--- src/rtl/lcd_hif_pkg.sv ---
package lcd_hif_pkg;

   typedef enum logic [1:0] {
      HIF_SERIAL = 2'd0,
      HIF_NIBBLE = 2'd1,
      HIF_BYTE   = 2'd2
   } hif_mode_e;

   localparam int HIF_BUS_W = 8;

   // transfers needed for one byte in a given mode
   function automatic int unsigned beats_per_byte(hif_mode_e m, int unsigned w);
      case (m)
         HIF_BYTE:   return 1;
         HIF_NIBBLE: return 2;
         default:    return w;
      endcase
   endfunction

endpackage

--- src/rtl/lcd_hif_sync.sv ---
module lcd_hif_sync #(
   parameter int            W       = 1,
   parameter int            STAGES  = 2,
   parameter logic [W-1:0]  RST_VAL = '0
) (
   input  logic         clk,
   input  logic         rst_n,
   input  logic [W-1:0] d,
   output logic [W-1:0] q
);

   if (STAGES < 2) begin : g_bad_stages
      $error("lcd_hif_sync: STAGES must be at least 2");
   end

   logic [W-1:0] stg [STAGES];

   always_ff @(posedge clk or negedge rst_n) begin
      if (!rst_n) begin
         for (int i = 0; i < STAGES; i++) stg[i] <= RST_VAL;
      end else begin
         stg[0] <= d;
         for (int i = 1; i < STAGES; i++) stg[i] <= stg[i-1];
      end
   end

   assign q = stg[STAGES-1];

endmodule

--- src/rtl/lcd_hif_capture.sv ---
module lcd_hif_capture import lcd_hif_pkg::*; #(
   parameter int BUS_W = HIF_BUS_W
) (
   input  logic             clk,
   input  logic             rst_n,
   input  hif_mode_e        mode,
   input  logic             clear,
   input  logic             step,
   input  logic [BUS_W-1:0] din,
   output logic             valid,
   output logic [BUS_W-1:0] data
);

   localparam int CNT_W = $clog2(BUS_W);
   localparam int HALF  = BUS_W / 2;

   logic [CNT_W-1:0] cnt;
   logic [CNT_W-1:0] last;
   logic [BUS_W-1:0] acc, nxt;

   assign last = CNT_W'(beats_per_byte(mode, BUS_W) - 1);

   always_comb begin
      case (mode)
         HIF_BYTE:   nxt = din;
         HIF_NIBBLE: nxt = {acc[HALF-1:0], din[HALF-1:0]};
         default:    nxt = {acc[BUS_W-2:0], din[0]};
      endcase
   end

   always_ff @(posedge clk or negedge rst_n) begin
      if (!rst_n) begin
         cnt   <= '0;
         acc   <= '0;
         valid <= 1'b0;
         data  <= '0;
      end else begin
         valid <= 1'b0;
         if (clear) begin
            cnt <= '0;
         end else if (step) begin
            acc <= nxt;
            if (cnt == last) begin
               cnt   <= '0;
               valid <= 1'b1;
               data  <= nxt;
            end else begin
               cnt <= cnt + 1'b1;
            end
         end
      end
   end

   assert_cnt_in_range_R3: assert property (@(posedge clk) disable iff (!rst_n)
      cnt <= last);
   assert_valid_single_R9: assert property (@(posedge clk) disable iff (!rst_n)
      valid |=> !valid);
   assert_clear_drops_R5: assert property (@(posedge clk) disable iff (!rst_n)
      clear |=> (!valid && cnt == '0));

endmodule

--- src/rtl/lcd_hif_readout.sv ---
module lcd_hif_readout import lcd_hif_pkg::*; #(
   parameter int BUS_W = HIF_BUS_W
) (
   input  logic             clk,
   input  logic             rst_n,
   input  hif_mode_e        mode,
   input  logic             clear,
   input  logic             load,
   input  logic             step,
   input  logic [BUS_W-1:0] resp,
   output logic             take,
   output logic [BUS_W-1:0] pin_out
);

   localparam int CNT_W = $clog2(BUS_W);
   localparam int HALF  = BUS_W / 2;

   logic [CNT_W-1:0] beat;
   logic [CNT_W-1:0] last;
   logic [BUS_W-1:0] buf_q;

   assign last = CNT_W'(beats_per_byte(mode, BUS_W) - 1);

   always_comb begin
      pin_out = '0;
      case (mode)
         HIF_BYTE:   pin_out = buf_q;
         HIF_NIBBLE: pin_out[HALF-1:0] = (beat == '0) ? buf_q[BUS_W-1:HALF] : buf_q[HALF-1:0];
         default:    pin_out[0] = buf_q[BUS_W-1-int'(beat)];
      endcase
   end

   always_ff @(posedge clk or negedge rst_n) begin
      if (!rst_n) begin
         beat  <= '0;
         buf_q <= '0;
         take  <= 1'b0;
      end else begin
         take <= 1'b0;
         if (load) begin
            buf_q <= resp;
            beat  <= '0;
            take  <= 1'b1;
         end else if (clear) begin
            beat <= '0;
         end else if (step) begin
            if (beat == last) begin
               buf_q <= resp;
               beat  <= '0;
               take  <= 1'b1;
            end else begin
               beat <= beat + 1'b1;
            end
         end
      end
   end

   assert_beat_in_range_R8: assert property (@(posedge clk) disable iff (!rst_n)
      beat <= last);

endmodule

--- src/rtl/lcd_host_if.sv ---
module lcd_host_if import lcd_hif_pkg::*; #(
   parameter int BUS_W       = HIF_BUS_W,
   parameter int SYNC_STAGES = 2
) (
   input  logic             clk,
   input  logic             rst_n,
   input  logic             hs_word8,
   input  logic             hs_strobe_n,
   input  logic             hs_clk,
   input  logic             hs_read,
   input  logic [BUS_W-1:0] hs_d_in,
   output logic [BUS_W-1:0] hs_d_out,
   output logic [BUS_W-1:0] hs_d_oe,
   output logic             wr_valid,
   output logic [BUS_W-1:0] wr_byte,
   input  logic [BUS_W-1:0] rd_byte,
   output logic             rd_take
);

   localparam int PIN_W  = BUS_W + 4;
   localparam int LOCK_W = $clog2(SYNC_STAGES + 1);
   localparam int HALF   = BUS_W / 2;
   localparam logic [PIN_W-1:0] PIN_RST = {1'b0, 1'b0, 1'b1, 1'b0, {BUS_W{1'b0}}};

   if (BUS_W < 4 || (BUS_W % 2) != 0) begin : g_bad_width
      $error("lcd_host_if: BUS_W must be even and at least 4");
   end

   // synchronized pin bundle: {word8, read, strobe_n, clk, data}
   logic [PIN_W-1:0] pins_s;
   logic             s_word8, s_read, s_stb, s_en;
   logic [BUS_W-1:0] s_d;

   lcd_hif_sync #(.W(PIN_W), .STAGES(SYNC_STAGES), .RST_VAL(PIN_RST)) i_sync (
      .clk   (clk),
      .rst_n (rst_n),
      .d     ({hs_word8, hs_read, hs_strobe_n, hs_clk, hs_d_in}),
      .q     (pins_s)
   );

   assign {s_word8, s_read, s_stb, s_en, s_d} = pins_s;

   // mode lock after the synchronizer has filled
   logic [LOCK_W-1:0] lock_cnt;
   logic              locked;
   hif_mode_e         mode, mode_pins;

   assign mode_pins = s_word8 ? HIF_BYTE : (s_d[BUS_W-1] ? HIF_NIBBLE : HIF_SERIAL);

   always_ff @(posedge clk or negedge rst_n) begin
      if (!rst_n) begin
         lock_cnt <= '0;
         locked   <= 1'b0;
         mode     <= HIF_SERIAL;
      end else if (!locked) begin
         if (lock_cnt == LOCK_W'(SYNC_STAGES)) begin
            locked <= 1'b1;
            mode   <= mode_pins;
         end else begin
            lock_cnt <= lock_cnt + 1'b1;
         end
      end
   end

   // edge detection in the system clock domain
   logic stb_q, en_q;
   logic stb_edge, active, en_rise, en_fall;

   always_ff @(posedge clk or negedge rst_n) begin
      if (!rst_n) begin
         stb_q <= 1'b1;
         en_q  <= 1'b0;
      end else begin
         stb_q <= s_stb;
         en_q  <= s_en;
      end
   end

   assign stb_edge = locked && (s_stb != stb_q);
   assign active   = locked && !s_stb && !stb_q;
   assign en_rise  = active && s_en && !en_q;
   assign en_fall  = active && !s_en && en_q;

   lcd_hif_capture #(.BUS_W(BUS_W)) i_capture (
      .clk   (clk),
      .rst_n (rst_n),
      .mode  (mode),
      .clear (stb_edge),
      .step  (en_rise && !s_read),
      .din   (s_d),
      .valid (wr_valid),
      .data  (wr_byte)
   );

   lcd_hif_readout #(.BUS_W(BUS_W)) i_readout (
      .clk     (clk),
      .rst_n   (rst_n),
      .mode    (mode),
      .clear   (stb_edge),
      .load    (stb_edge && !s_stb && s_read),
      .step    (en_fall && s_read),
      .resp    (rd_byte),
      .take    (rd_take),
      .pin_out (hs_d_out)
   );

   // per-mode drive mask
   logic [BUS_W-1:0] mask;
   always_comb begin
      case (mode)
         HIF_BYTE:   mask = '1;
         HIF_NIBBLE: mask = {{(BUS_W-HALF){1'b0}}, {HALF{1'b1}}};
         default:    mask = {{(BUS_W-1){1'b0}}, 1'b1};
      endcase
   end

   assign hs_d_oe = (locked && !s_stb && s_read) ? mask : '0;

   assert_mode_frozen_R6: assert property (@(posedge clk) disable iff (!rst_n)
      locked |=> (locked && $stable(mode)));
   assert_no_write_idle_R4: assert property (@(posedge clk) disable iff (!rst_n)
      $past(s_stb) |-> !wr_valid);
   assert_take_on_start_R8: assert property (@(posedge clk) disable iff (!rst_n)
      (locked && $fell(s_stb) && s_read) |=> rd_take);
   assert_oe_width_R7: assert property (@(posedge clk) disable iff (!rst_n)
      (hs_d_oe != '0) |-> ($countones(hs_d_oe) == $countones(mask)));

endmodule

--- config.mk ---
export PLATFORM = sky130hd
export DESIGN_NAME = lcd_host_if
export DESIGN_NICKNAME = d
export VERILOG_FILES = /design/src/rtl/lcd_hif_pkg.sv /design/src/rtl/lcd_hif_sync.sv /design/src/rtl/lcd_hif_capture.sv /design/src/rtl/lcd_hif_readout.sv /design/src/rtl/lcd_host_if.sv
export SDC_FILE = /design/constraint.sdc
export NUM_CORES = 1
export LEC_CHECK = 0
export ABC_AREA = 0
export CAP_MARGIN = 10
export CORE_ASPECT_RATIO = 1.1
export CORE_MARGIN = 5
export CORE_UTILIZATION = 35
export DETAILED_ROUTE_END_ITERATION = 16
export PLACE_DENSITY = 0.59
export SLEW_MARGIN = 20
export SYNTH_ARGS = -nofsm -noshare
export SYNTH_HDL_FRONTEND = slang
export SYNTH_SLANG_ARGS = --single-unit
--- constraint.sdc ---
create_clock -name clk -period 1.9 [get_ports clk]
set_input_delay 0.38 -clock clk [delete_from_list [all_inputs] [get_ports clk]]
set_output_delay 0.38 -clock clk [all_outputs]
set_load 0.05 [all_outputs]
# Word-level counts from Yosys, hierarchy flattened
# Index checks and enable logic that the tools add are counted.
dict set report totals {
  ff_bits 62
  elab_cells 90
}
dict set report classes {
  n_reduce_logical 27
  n_lt_le_gt_ge 1
  bitwise_logic 3
  n_mux 33
  eq_ne 7
  add_sub_neg 5
}
# op n
set op_table {}
lappend op_table {{8-bit two-way mux} 5}
lappend op_table {{32-bit by 5-bit less-than comparator with 1-bit output, second input constant} 1}
lappend op_table {{8-bit one-hot mux with 2 select lines} 2}
lappend op_table {{3-bit two-way mux} 7}
lappend op_table {{1-bit logical AND} 12}
lappend op_table {{1-bit two-way mux} 12}
lappend op_table {{4-bit two-way mux} 2}
lappend op_table {{3-bit by 1-bit adder with 3-bit output, second input constant} 2}
lappend op_table {{3-bit == test} 2}
lappend op_table {{3-bit one-hot mux with 2 select lines} 1}
lappend op_table {{2-bit AND reduction} 3}
lappend op_table {{3-bit AND reduction} 2}
lappend op_table {{2-bit nonzero test} 3}
lappend op_table {{1-bit zero test} 5}
lappend op_table {{2-bit == test, second input constant} 2}
lappend op_table {{2-bit one-hot mux with 2 select lines} 1}
lappend op_table {{3-bit by 3-bit subtractor with 4-bit output, first input constant} 1}
lappend op_table {{1-bit binary-select mux with 3-bit select} 1}
lappend op_table {{3-bit zero test} 1}
lappend op_table {{1-bit inverter} 3}
lappend op_table {{3-bit nonzero test} 1}
lappend op_table {{3-bit by 1-bit subtractor with 3-bit output, second input constant} 1}
lappend op_table {{2-bit by 1-bit adder with 2-bit output, second input constant} 1}
lappend op_table {{2-bit by 1-bit == test with 1-bit output, second input constant} 1}
lappend op_table {{other kinds (4)} 4}

# Longest topological paths before layout
# Gate-level depths: netlist of the first run.
dict set report logic_depth {
  ltp_word 9
  mapped_depth 7
  ltp_nobuf 6
}

# Hierarchy
# From an unflattened synthesis of the first run, not the netlist that was laid out.
dict set report hier_totals {
  hier_cells 225
  area_unflattened_um2 2857.7
}
# mod instances cells_each seq_area_each_um2 area_each_um2
set modules_own_cells {}
lappend modules_own_cells {lcd_hif_capture 1 80 475.5 938.4}
lappend modules_own_cells {lcd_hif_readout 1 75 300.3 833.3}
lappend modules_own_cells {lcd_hif_sync 1 36 603.1 693.2}
lappend modules_own_cells {lcd_host_if 1 34 176.4 392.9}

# Worst setup path after synthesis of the first run
# No wires, ideal clock.
dict set report synth_timing {
  path_type {register -> output}
  start {register mode[0]}
  end {output port hs_d_oe[2]}
  arrival_ps 2525
  path_stages_with_launch 6
  n_path_buf 2
  slack_ps -1005
  required_ps 1520
  cell_sequence {dfrtp_1 inv_1 ha_1 clkbuf_1 nor3_1 buf_4}
}
dict set report synth_via {
  elab_chain_cells 3
  elab_cells_between_ends 4
  cone_classes {eq/ne (2); mux (2)}
}
# element line
set synth_lines {}
lappend synth_lines {{start: declaration} lcd_host_if.sv:46} ;# hif_mode_e mode, mode_pins;
lappend synth_lines {{start signal: assignment} lcd_host_if.sv:58} ;# mode <= mode_pins;
lappend synth_lines {{2-bit by 1-bit == test with 1-bit output / 2-bit == test (equally long branches)} lcd_host_if.sv:110} ;# case (mode)
lappend synth_lines {{8-bit one-hot mux with 2 select lines *} lcd_host_if.sv:110}
lappend synth_lines {{8-bit two-way mux *} lcd_host_if.sv:117} ;# assign hs_d_oe = (locked && !s_stb && s_read) ? mask : '0;
lappend synth_lines {{end: declaration} lcd_host_if.sv:13} ;# output logic [BUS_W-1:0] hs_d_oe,
# Every way passes the cells marked *; elsewhere a longest branch is shown, timed or not.

# Worst setup path in the final report of the first run
dict set report layout_timing {
  start {register i_readout.beat[0]}
  end {output port hs_d_out[0]}
}
dict set report layout_via {
  elab_chain_cells 5
  elab_cells_between_ends 7
  cone_classes {add/sub (1); mux (5); reduce/logical (1)}
}
# element line
set layout_lines {}
lappend layout_lines {{start: declaration} lcd_hif_readout.sv:18} ;# logic [CNT_W-1:0] beat;
lappend layout_lines {{start signal: assignment} lcd_hif_readout.sv:52} ;# beat <= beat + 1'b1;
lappend layout_lines {{3-bit by 3-bit subtractor with 4-bit output} lcd_hif_readout.sv:29} ;# default: pin_out[0] = buf_q[BUS_W-1-int'(beat)];
lappend layout_lines {{1-bit binary-select mux with 3-bit select} lcd_hif_readout.sv:29}
lappend layout_lines {{1-bit two-way mux (not written as such) (2 in series)} lcd_hif_readout.sv:29}
lappend layout_lines {{1-bit one-hot mux with 2 select lines *} lcd_hif_readout.sv:26} ;# case (mode)
lappend layout_lines {{end: declaration} lcd_host_if.sv:12} ;# output logic [BUS_W-1:0] hs_d_out,
# Every way passes the cells marked *; elsewhere a longest branch is shown, timed or not. The select of a mux whose other input is x is not followed.

==> metrics.yaml, run 1 <==
first_global_vias: 1999
area_growth_syn_to_layout_pct: 52.06
crit_path_start_kind: "flip-flop"
cts_htree_levels: 3
synth_common_cells: "dfrtp_1 (59), o21ai_0 (18), nand2_1 (17)"
yosysWarnings: 0
viasPerCell: 4.858
hold_class: "reg -> reg"
status: "finished with violations"
vias: 1909
wl_per_cell_um: 14.09
wirelength_um: 5539
synth_edf_count: 0
worst_pin_slew_ps: 500.7
synth_most_common_cell: "dfrtp_1"
comb_power_share_pct: 20.5
syn-instance-count: 222
antenna_found_initial: 0
syn-mean-instance-area_sq_um: 11.79
port_buffers: 47
initial_core_util_pct: 35.42
diodes: 0
critPathTopFamily: "flip-flops"
pwr-share-clk_pct: 35.2
cts-buffers-inserted: 9
seq_area_frac_synth_pct: 59.42
drtAntennaViolNets: 0
grt_max_degree: 45
cp_cell_sequence: "inv_1 > ha_4 > nand2b_4 > mux2_4 > a221oi_2 > a21oi_2 > buf_6"
synth_cell_type_count: 40
path_max_fanout: 2
fin_crit_ps: 2187
cap_violations: 0
final_core_util_pct: 53.85
grt_use_total_pct: 12.88
violations: "negative setup slack"
syn_area_sq_um: 2618
drt_iter0_markers: 82
grt_first_pass_wirelength_um: 9349
hpwl_um: 3732
p_sw_share_pct: 26.95
io_pins: 48
synth_top_area_share_pct: 56.41
coreArea_sq_um: 7391
cts_num_sinks: 62
maxSlewViolCount: 0
total_power_mw: 3.376
place_congestion: 0.7432
layout-drive-gt1-share_pct: 39.22
p_leak_nw: 1.819
power.switching_mw: 0.9100
fp.dieH_um: 100.7
power.internal_mw: 2.466
synth_nets: 251
dr.pass1.iters: 4
clk_pin_slew_worst_paths_ps: 70
crit_required_ps: 1520
critPathSlowestCell: "dfrtp_1"
vdd_ir_drop_max_mv: 0.3457
cts_root_buf: "clkbuf_8"
worst_clock_skew_ps: 10.40
synth-seq-cells: 62
insertion_delay_ps: 340
holdWs_ps: 348.6
hold_violations: 0
max_slew_margin_pct: 66.56
setup_violations: 14
slowest_delay_ps: 380
crit_path_end_kind: "output port"
synth_largest_area_cell: "dfrtp_1"
ys_dominant_reg_cell: "dfrtp_1"
ctsLongestPathBuffers: 2
fmax_mhz: 457.2
dieArea_sq_um: 9310
nets: 331
async_flop_share_pct: 100.0
power_frac_seq_pct: 44.3
post-route-period-util_pct: 115.1
synth.top_cells.by_area: "dfrtp_1 (56%), mux2_2 (6.0%), o21ai_0 (3.4%)"
tritoncts: "built"
arrival_ps: 1810
grt_overflow: 0
p_per_area_nw_per_um2: 848.3
path_class: "reg -> out"
rsz0062_at_grt: "yes"
fp.dieW_um: 92.46
drc_errors: 0
path_buf_inv: 2
std_cell_rows: 33
layout_setup_ws_ps: -287.3
[what timing repair did]
| action | in CTS | in global routing |
|---|---|---|
| hold buffers | 1 | 0 |
| pin swaps | 10 | 7 |
| endpoints found under the setup margin | 26 | 22 |
| gates cloned | 1 | 0 |
| resized for setup | 27 | 17 |
| endpoints found under the hold margin | 18 | 0 |
| setup buffers | 3 | 9 |
[power groups by stage]
stage               Combinational, mW  Sequential [mW]  Clock [mW]
floorplan                       0.313             1.54           0
global placement                0.614             1.51           0
detailed placement              0.623             1.51           0
CTS                             0.679             1.49        1.23
global route                    0.741             1.51        1.27
finish                          0.692             1.50        1.19
[routing by layer]
layer  track usage, %  up-vias  share of wire (%)
met5                0        -                  0
met4            6.743        0                2.0
met3            2.614       11                4.7
met2            21.93       41                 51
met1            15.40      941                 42
li1                 -      916                  -
[worst paths after layout]
check                      depth (start not counted)  slack, ps                  to              start
max                                                7       -290         hs_d_out[0]  i_readout.beat[0]
min in group asynchronous                          2        520   i_capture.data[4]              rst_n
max in group asynchronous                          3        740      i_sync.stg[21]              rst_n
min reg2reg                                        0        350         i_sync.q[3]     i_sync.stg[15]
min                                                0        350         i_sync.q[3]     i_sync.stg[15]
max reg2reg                                        6        -80  i_readout.buf_q[7]  i_readout.beat[1]
[cells in the final DEF, fill, tap and decap left out, drive strengths merged, types with 2 or more instances in the layout]
cell type and count:
and2 5, nand2b 2, dfstp 3, buf 53, o21ai 20, a21boi 2
nor3 2, nor2 13, a22oi 6, clkdlybuf4s50 24, mux4 2, and3 2
a21oi 9, dfrtp 59, clkbuf 12, ha 7, xor2 2, mux2 14
nand2 17, nand3 3, xnor2 2, or2 3, inv 15, or3 2
dlymetal6s2s 2, mux2i 8
[kinds of logic after synthesis]
logic type | count (synthesis) | share of synthesized area, %
compound gates | 43 | 9.991
mux | 24 | 10.80
xor+xnor | 4 | 1.339
fa+ha+maj | 7 | 3.346
simple gates | 55 | 10.47
buf+inv | 27 | 4.636
flops | 62 | 59.42
[state kept, by name (all words and copies together), names as in the netlist]
signal	flops
i_sync.q	12
i_sync.stg	12
i_capture.data	8
i_readout.buf_q	8
i_capture.acc	7
i_capture.cnt	3
i_readout.beat	3
lock_cnt	2
mode	2
en_q	1
i_capture.valid	1
i_readout.take	1
locked	1
stb_q	1
[stage by stage]
step	setup slack [ps]	TNS, ps	instance area (sq um)	std cells
2_1_floorplan	-114.5	-337.9	2689	222
3_3_place_gp	-44.63	-430.2	3471	366
3_5_place_dp	-107.9	-1204	3471	366
4_1_cts	-312.4	-1813	3861	386
5_1_grt	-345.8	-2709	3980	393
6_report	-287.3	-1694	3980	393
[worst register-to-register path: cells and delay by family (launching register included)]
kind / cells / cell delay, ps
buf+inv: 2 / 250
flops: 1 / 410
mux: 1 / 310
compound gates: 2 / 490
simple gates: 1 / 400
[area by class of cell]
| type | instances | area, sq um |
|---|---|---|
| clock inverters | 3 | 42.54 |
| fillers | 616 | 3411 |
| inverters | 15 | 56.30 |
| multi-input cells | 134 | 1155 |
| flip-flops and latches | 62 | 1556 |
| clock buffers | 12 | 165.2 |
| repair buffers | 80 | 895.9 |
| well taps | 87 | 108.9 |
(Power assumes the default switching activity.)
==> run 2: changes to the inputs <==
SLEW_MARGIN = unset   (was 20)
SYNTH_HIERARCHICAL = 1   (was unset)
==> metrics.yaml, run 2 <==
dieArea_sq_um: 10070
r2r_start: "mode[1]"
crit_path_start_kind: "flip-flop"
arrival_ps: 1820
finish.instance_area_sq_um: 4197
fin_crit_ps: 2201
fmax_mhz: 454.4
place_congestion: 0.8319
syn_area_sq_um: 2858
stdcell_count: 410
cap_violations: 0
rsz0062_at_grt: "yes"
synth_cell_type_count: 44
coreArea_sq_um: 7955
ff2ff_path_depth: 6
holdWs_ps: 22.76
synth.top_cells.by_area: "dfrtp_1 (52%), mux2_2 (7.1%), ha_1 (4.8%)"
cts_root_buf: "clkbuf_8"
grt_overflow: 0
max_slew_margin_pct: 61.79
synth_common_cells: "dfrtp_1 (59), mux2_2 (18), buf_4 (17)"
setup_violations: 12
worst_pin_slew_ps: 573.1
insertion_delay_ps: 350
seqCellArea_sq_um: 1558
placed_area_sq_um: 3715
ctsLongestPathBuffers: 2
port_buffers: 47
hold_violations: 0
cts_htree_levels: 3
synth_top_area_share_pct: 51.66
fillerInstances: 698
multi_input_area_sq_um: 1290
area_growth_syn_to_layout_pct: 46.85
vdd_ir_drop_max_mv: 0.3576
first_global_vias: 1973
fp.dieH_um: 104.8
yosysWarnings: 6
clk_pin_slew_worst_paths_ps: 90
seq_area_frac_synth_pct: 54.42
grt_max_degree: 28
wl_per_cell_um: 13.96
layout_setup_ws_ps: -300.7
cts_hold_buf: 0
synth_edf_count: 0
synth_most_common_cell: "dfrtp_1"
final_common_cell: "dfrtp_1"
startpoint: "i_readout/beat[0]"
nets: 330
dr.pass1.iters: 4
initial_core_util_pct: 35.92
layout_common_cells: "dfrtp_1 (57), buf_4 (35), mux2_4 (20), clkdlybuf4s50_1 (20), buf_12 (15)"
synth-seq-cells: 62
std_cell_rows: 34
crit_path_end_kind: "output port"
grt_first_pass_wirelength_um: 9597
violations: "negative setup slack"
p_per_area_nw_per_um2: 862.2
finalSetupTns_ps: -2257
critPathSlowestCell: "mux4_2"
maxSlewViolCount: 0
hold_class: "in -> async"
antenna_found_initial: 0
status: "finished with violations"
async_flop_share_pct: 100.0
grt_use_total_pct: 12.59
crit_required_ps: 1520
p_leak_nw: 1.872
vias: 1853
rrSetupSlack_ps: -150
cts_num_sinks: 62
viasPerCell: 4.520
post-route-period-util_pct: 115.8
drtAntennaViolNets: 0
reg2reg_to: "i_capture/data[1]"
place_inst: 383
drt_iter0_markers: 105
syn-mean-instance-area_sq_um: 12.70
cp-endpoint: "hs_d_out[0]"
ys_dominant_reg_cell: "dfrtp_1"
io_pins: 48
cts-buffers-inserted: 9
slowest_delay_ps: 480
tritoncts: "built"
fp.dieW_um: 96.16
cp_common_cell: "buf_6"
wirelength_um: 5725
layout-drive-gt1-share_pct: 49.01
path_max_fanout: 7
synth_largest_area_cell: "dfrtp_1"
worst_clock_skew_ps: 15.07
syn-instance-count: 225
diodes: 0
drc_errors: 0
hpwl_um: 3881
path_class: "reg -> out"
synth_nets: 258
cp_cell_sequence: "buf_6 > mux2i_1 > mux4_2 > a21oi_2 > buf_6"
==> run 2: timing repair <==
item / in CTS / in global routing
gates resized for setup: 21 / 16
hold endpoints to repair: 0 / 0
setup buffers: 8 / 4
endpoints found under the setup margin: 31 / 40
pin swaps: 5 / 11
==> run 2: final cells by class <==
cell class	count	area share, %
well taps	108	3.220
repair buffers	83	21.56
inverters	13	1.371
flip-flops and latches	62	37.12
multi-input cells	128	30.74
clock inverters	7	3.041
clock buffers	9	2.952
==> run 2: worst min-delay path by stage <==
stage | to | slack (ps)
5_1_grt | i_sync/stg[20] | 60
6_report | i_capture/cnt[0] | 20
4_1_cts | i_capture/cnt[0] | 30
3_5_place_dp | i_sync/q[3] | 330
3_3_place_gp | i_sync/q[0] | 330
2_1_floorplan | en_q | 80
==> run 2: through the flow <==
step | setup WS, ps | utilization, % | total power [mW]
detailed placement | -63.67 | 46.70 | 2.115
floorplan | -201.9 | - | 1.883
global placement | -27.44 | 46.70 | 2.109
global route | -381.8 | 52.75 | 3.773
finish | -300.7 | 52.75 | 3.618
CTS | -332.8 | 51.65 | 3.632
==> run 2: power by group <==
group,internal (mW),switching (mW)
logic,0.349,0.315
registers,1.41,0.0748
clock network,0.892,0.577
==> run 2: critical path: cells and delay by family, from the launching register on <==
family	cells	cell delay [ps]
flops	1	400
buf+inv	2	320
mux	2	590
compound gates	1	170
==> run 2: cells by family after synthesis <==
logic type / share of synthesized area (%)
xor gates and xnor gates: 1.489
AOI/OAI and AO/OA: 8.013
DFF: 54.42
and+or+nand+nor: 9.283
adders and majority gates: 4.816
buffers and inverters: 7.618
muxes: 14.36
==> run 2: layer usage <==
| metal | track usage [%] | up-vias | share of wire [%] |
|---|---|---|---|
| li1 | - | 908 | - |
| met1 | 17.56 | 905 | 47 |
| met2 | 17.17 | 31 | 47 |
| met3 | 4.170 | 9 | 3.5 |
| met4 | 6.504 | 0 | 2.0 |
| met5 | 0 | - | 0 |
==> run 3: changes to the inputs <==
HOLD_SLACK_MARGIN = 0.08   (was unset)
PLACE_DENSITY = 0.56   (was 0.59)
clock period = 2.38 ns   (was 1.9 ns; I/O delays follow)
==> metrics.yaml, run 3 (synthesis gave the netlist of run 2 again) <==
worst_clock_skew_ps: 6.131
rsz0062_at_grt: "yes"
cts_root_buf: "clkbuf_8"
dr.pass1.iters: 4
diodes: 0
cts_num_sinks: 62
worst_pin_slew_ps: 554.1
area_growth_syn_to_layout_pct: 26.05
maxSlewViolCount: 0
fp.dieH_um: 104.8
setup_violations: 0
path_max_fanout: 5
grt_first_pass_wirelength_um: 8556
grt_overflow: 0
dieArea_sq_um: 10070
path_class: "reg -> out"
rrSetupSlack_ps: 210
finish.instance_area_sq_um: 3602
layout_setup_ws_ps: 62.88
vdd_ir_drop_max_mv: 0.2728
drt_iter0_markers: 65
insertion_delay_ps: 330
max_slew_margin_pct: 63.06
ctsLongestPathBuffers: 2
fp.dieW_um: 96.16
std_cell_rows: 34
cap_violations: 0
fin_crit_ps: 2317
place_congestion: 0.7696
critPathTopFamily: "flip-flops"
nets: 304
port_buffers: 47
clk_pin_slew_worst_paths_ps: 70
drtAntennaViolNets: 0
coreArea_sq_um: 7955
worst-path-stages: 7
cts-buffers-inserted: 9
final_common_cell: "dfrtp_1"
io_pins: 48
initial_core_util_pct: 35.92
p_leak_nw: 1.598
cts_htree_levels: 3
crit_path_end_kind: "output port"
hold_class: "in -> async"
crit_path_start_kind: "flip-flop"
grt_max_degree: 41
tritoncts: "built"
grt_use_total_pct: 11.07
wirelength_um: 5076
layout-drive-gt1-share_pct: 31.88
layout_common_cells: "dfrtp_1 (57), clkdlybuf4s50_1 (30), buf_4 (20)"
arrival_ps: 1840
antenna_found_initial: 0
hold_violations: 0
hpwl_um: 3518
drc_errors: 0
fmax_mhz: 431.6
slowest_delay_ps: 360
vias: 1761
viasPerCell: 4.586
p_per_area_nw_per_um2: 677.5
post-route-period-util_pct: 97.36
cp_cell_sequence: "inv_1 > ha_2 > nand2b_4 > mux2_2 > a221oi_2 > a21oi_2 > buf_6"
ff2ff_path_depth: 6
status: "complete, no violations"
pre_cts_ws_ps: 161.0
first_global_vias: 1742
path_buf_inv: 2
critPathSlowestCell: "dfrtp_2"
wl_per_cell_um: 13.22
placed_area_sq_um: 3379
crit_required_ps: 1900
-- run 3: worst paths after layout --
| path | from | to |
|---|---|---|
| worst max register to register | mode[1] | i_readout/buf_q[3] |
| min in group clk | i_sync/stg[16] | i_sync/q[4] |
| worst min-delay path | rst_n | i_readout/buf_q[0] |
| max in group asynchronous | rst_n | i_sync/q[9] |
| worst min register to register | i_sync/stg[16] | i_sync/q[4] |
| worst max-delay path | i_readout/beat[1] | hs_d_out[0] |
-- run 3: where the power goes --
| group | switching (mW) | internal [mW] | total, mW | leakage (nW) |
|---|---|---|---|---|
| clock | 0.382 | 0.460 | 0.842 | 0.0954 |
| sequential | 0.0539 | 1.13 | 1.18 | 0.763 |
| combinational | 0.220 | 0.196 | 0.417 | 0.740 |
-- run 3: layout make-up --
class                      count  area [sq um]
sequential                    62          1558
clock inverter                 3         17.52
multi-input combinational    128          1107
fill                         736          4353
timing repair buffer          57         566.8
clock buffer                  13         168.9
tap                          108         135.1
inverter                      13         48.80
-- run 3: timing repair --
| item | in CTS | in global routing |
|---|---|---|
| gates cloned | 0 | 0 |
| pin swaps | 0 | 2 |
| setup endpoints to repair | 3 | 2 |
| hold buffers | 0 | 0 |
| buffers inserted | 1 | 0 |
| resized for setup | 3 | 5 |
-- run 3: metrics by stage --
| stage | setup TNS [ps] | total power [mW] | instances | util [%] | hold slack, ps |
|---|---|---|---|---|---|
| finish | 0 | 2.441 | 384 | 45.28 | 127.9 |
| global route | -20.31 | 2.575 | 384 | 45.28 | 169.1 |
| CTS | 0 | 2.475 | 384 | 45.06 | 139.0 |
| detailed placement | 0 | 1.611 | 367 | 42.48 | 334.7 |
| global placement | 0 | 1.611 | 367 | 42.48 | 332.2 |
| floorplan | 0 | 1.472 | 225 | - | 180.4 |
-- run 3: metal layers --
metal	wire length [um]	track usage, %	vias up
met3	282	2.444	11
li1	-	-	853
met1	2430	15.02	852
met4	146	7.215	0
met2	2216	15.64	45
met5	0	0	-
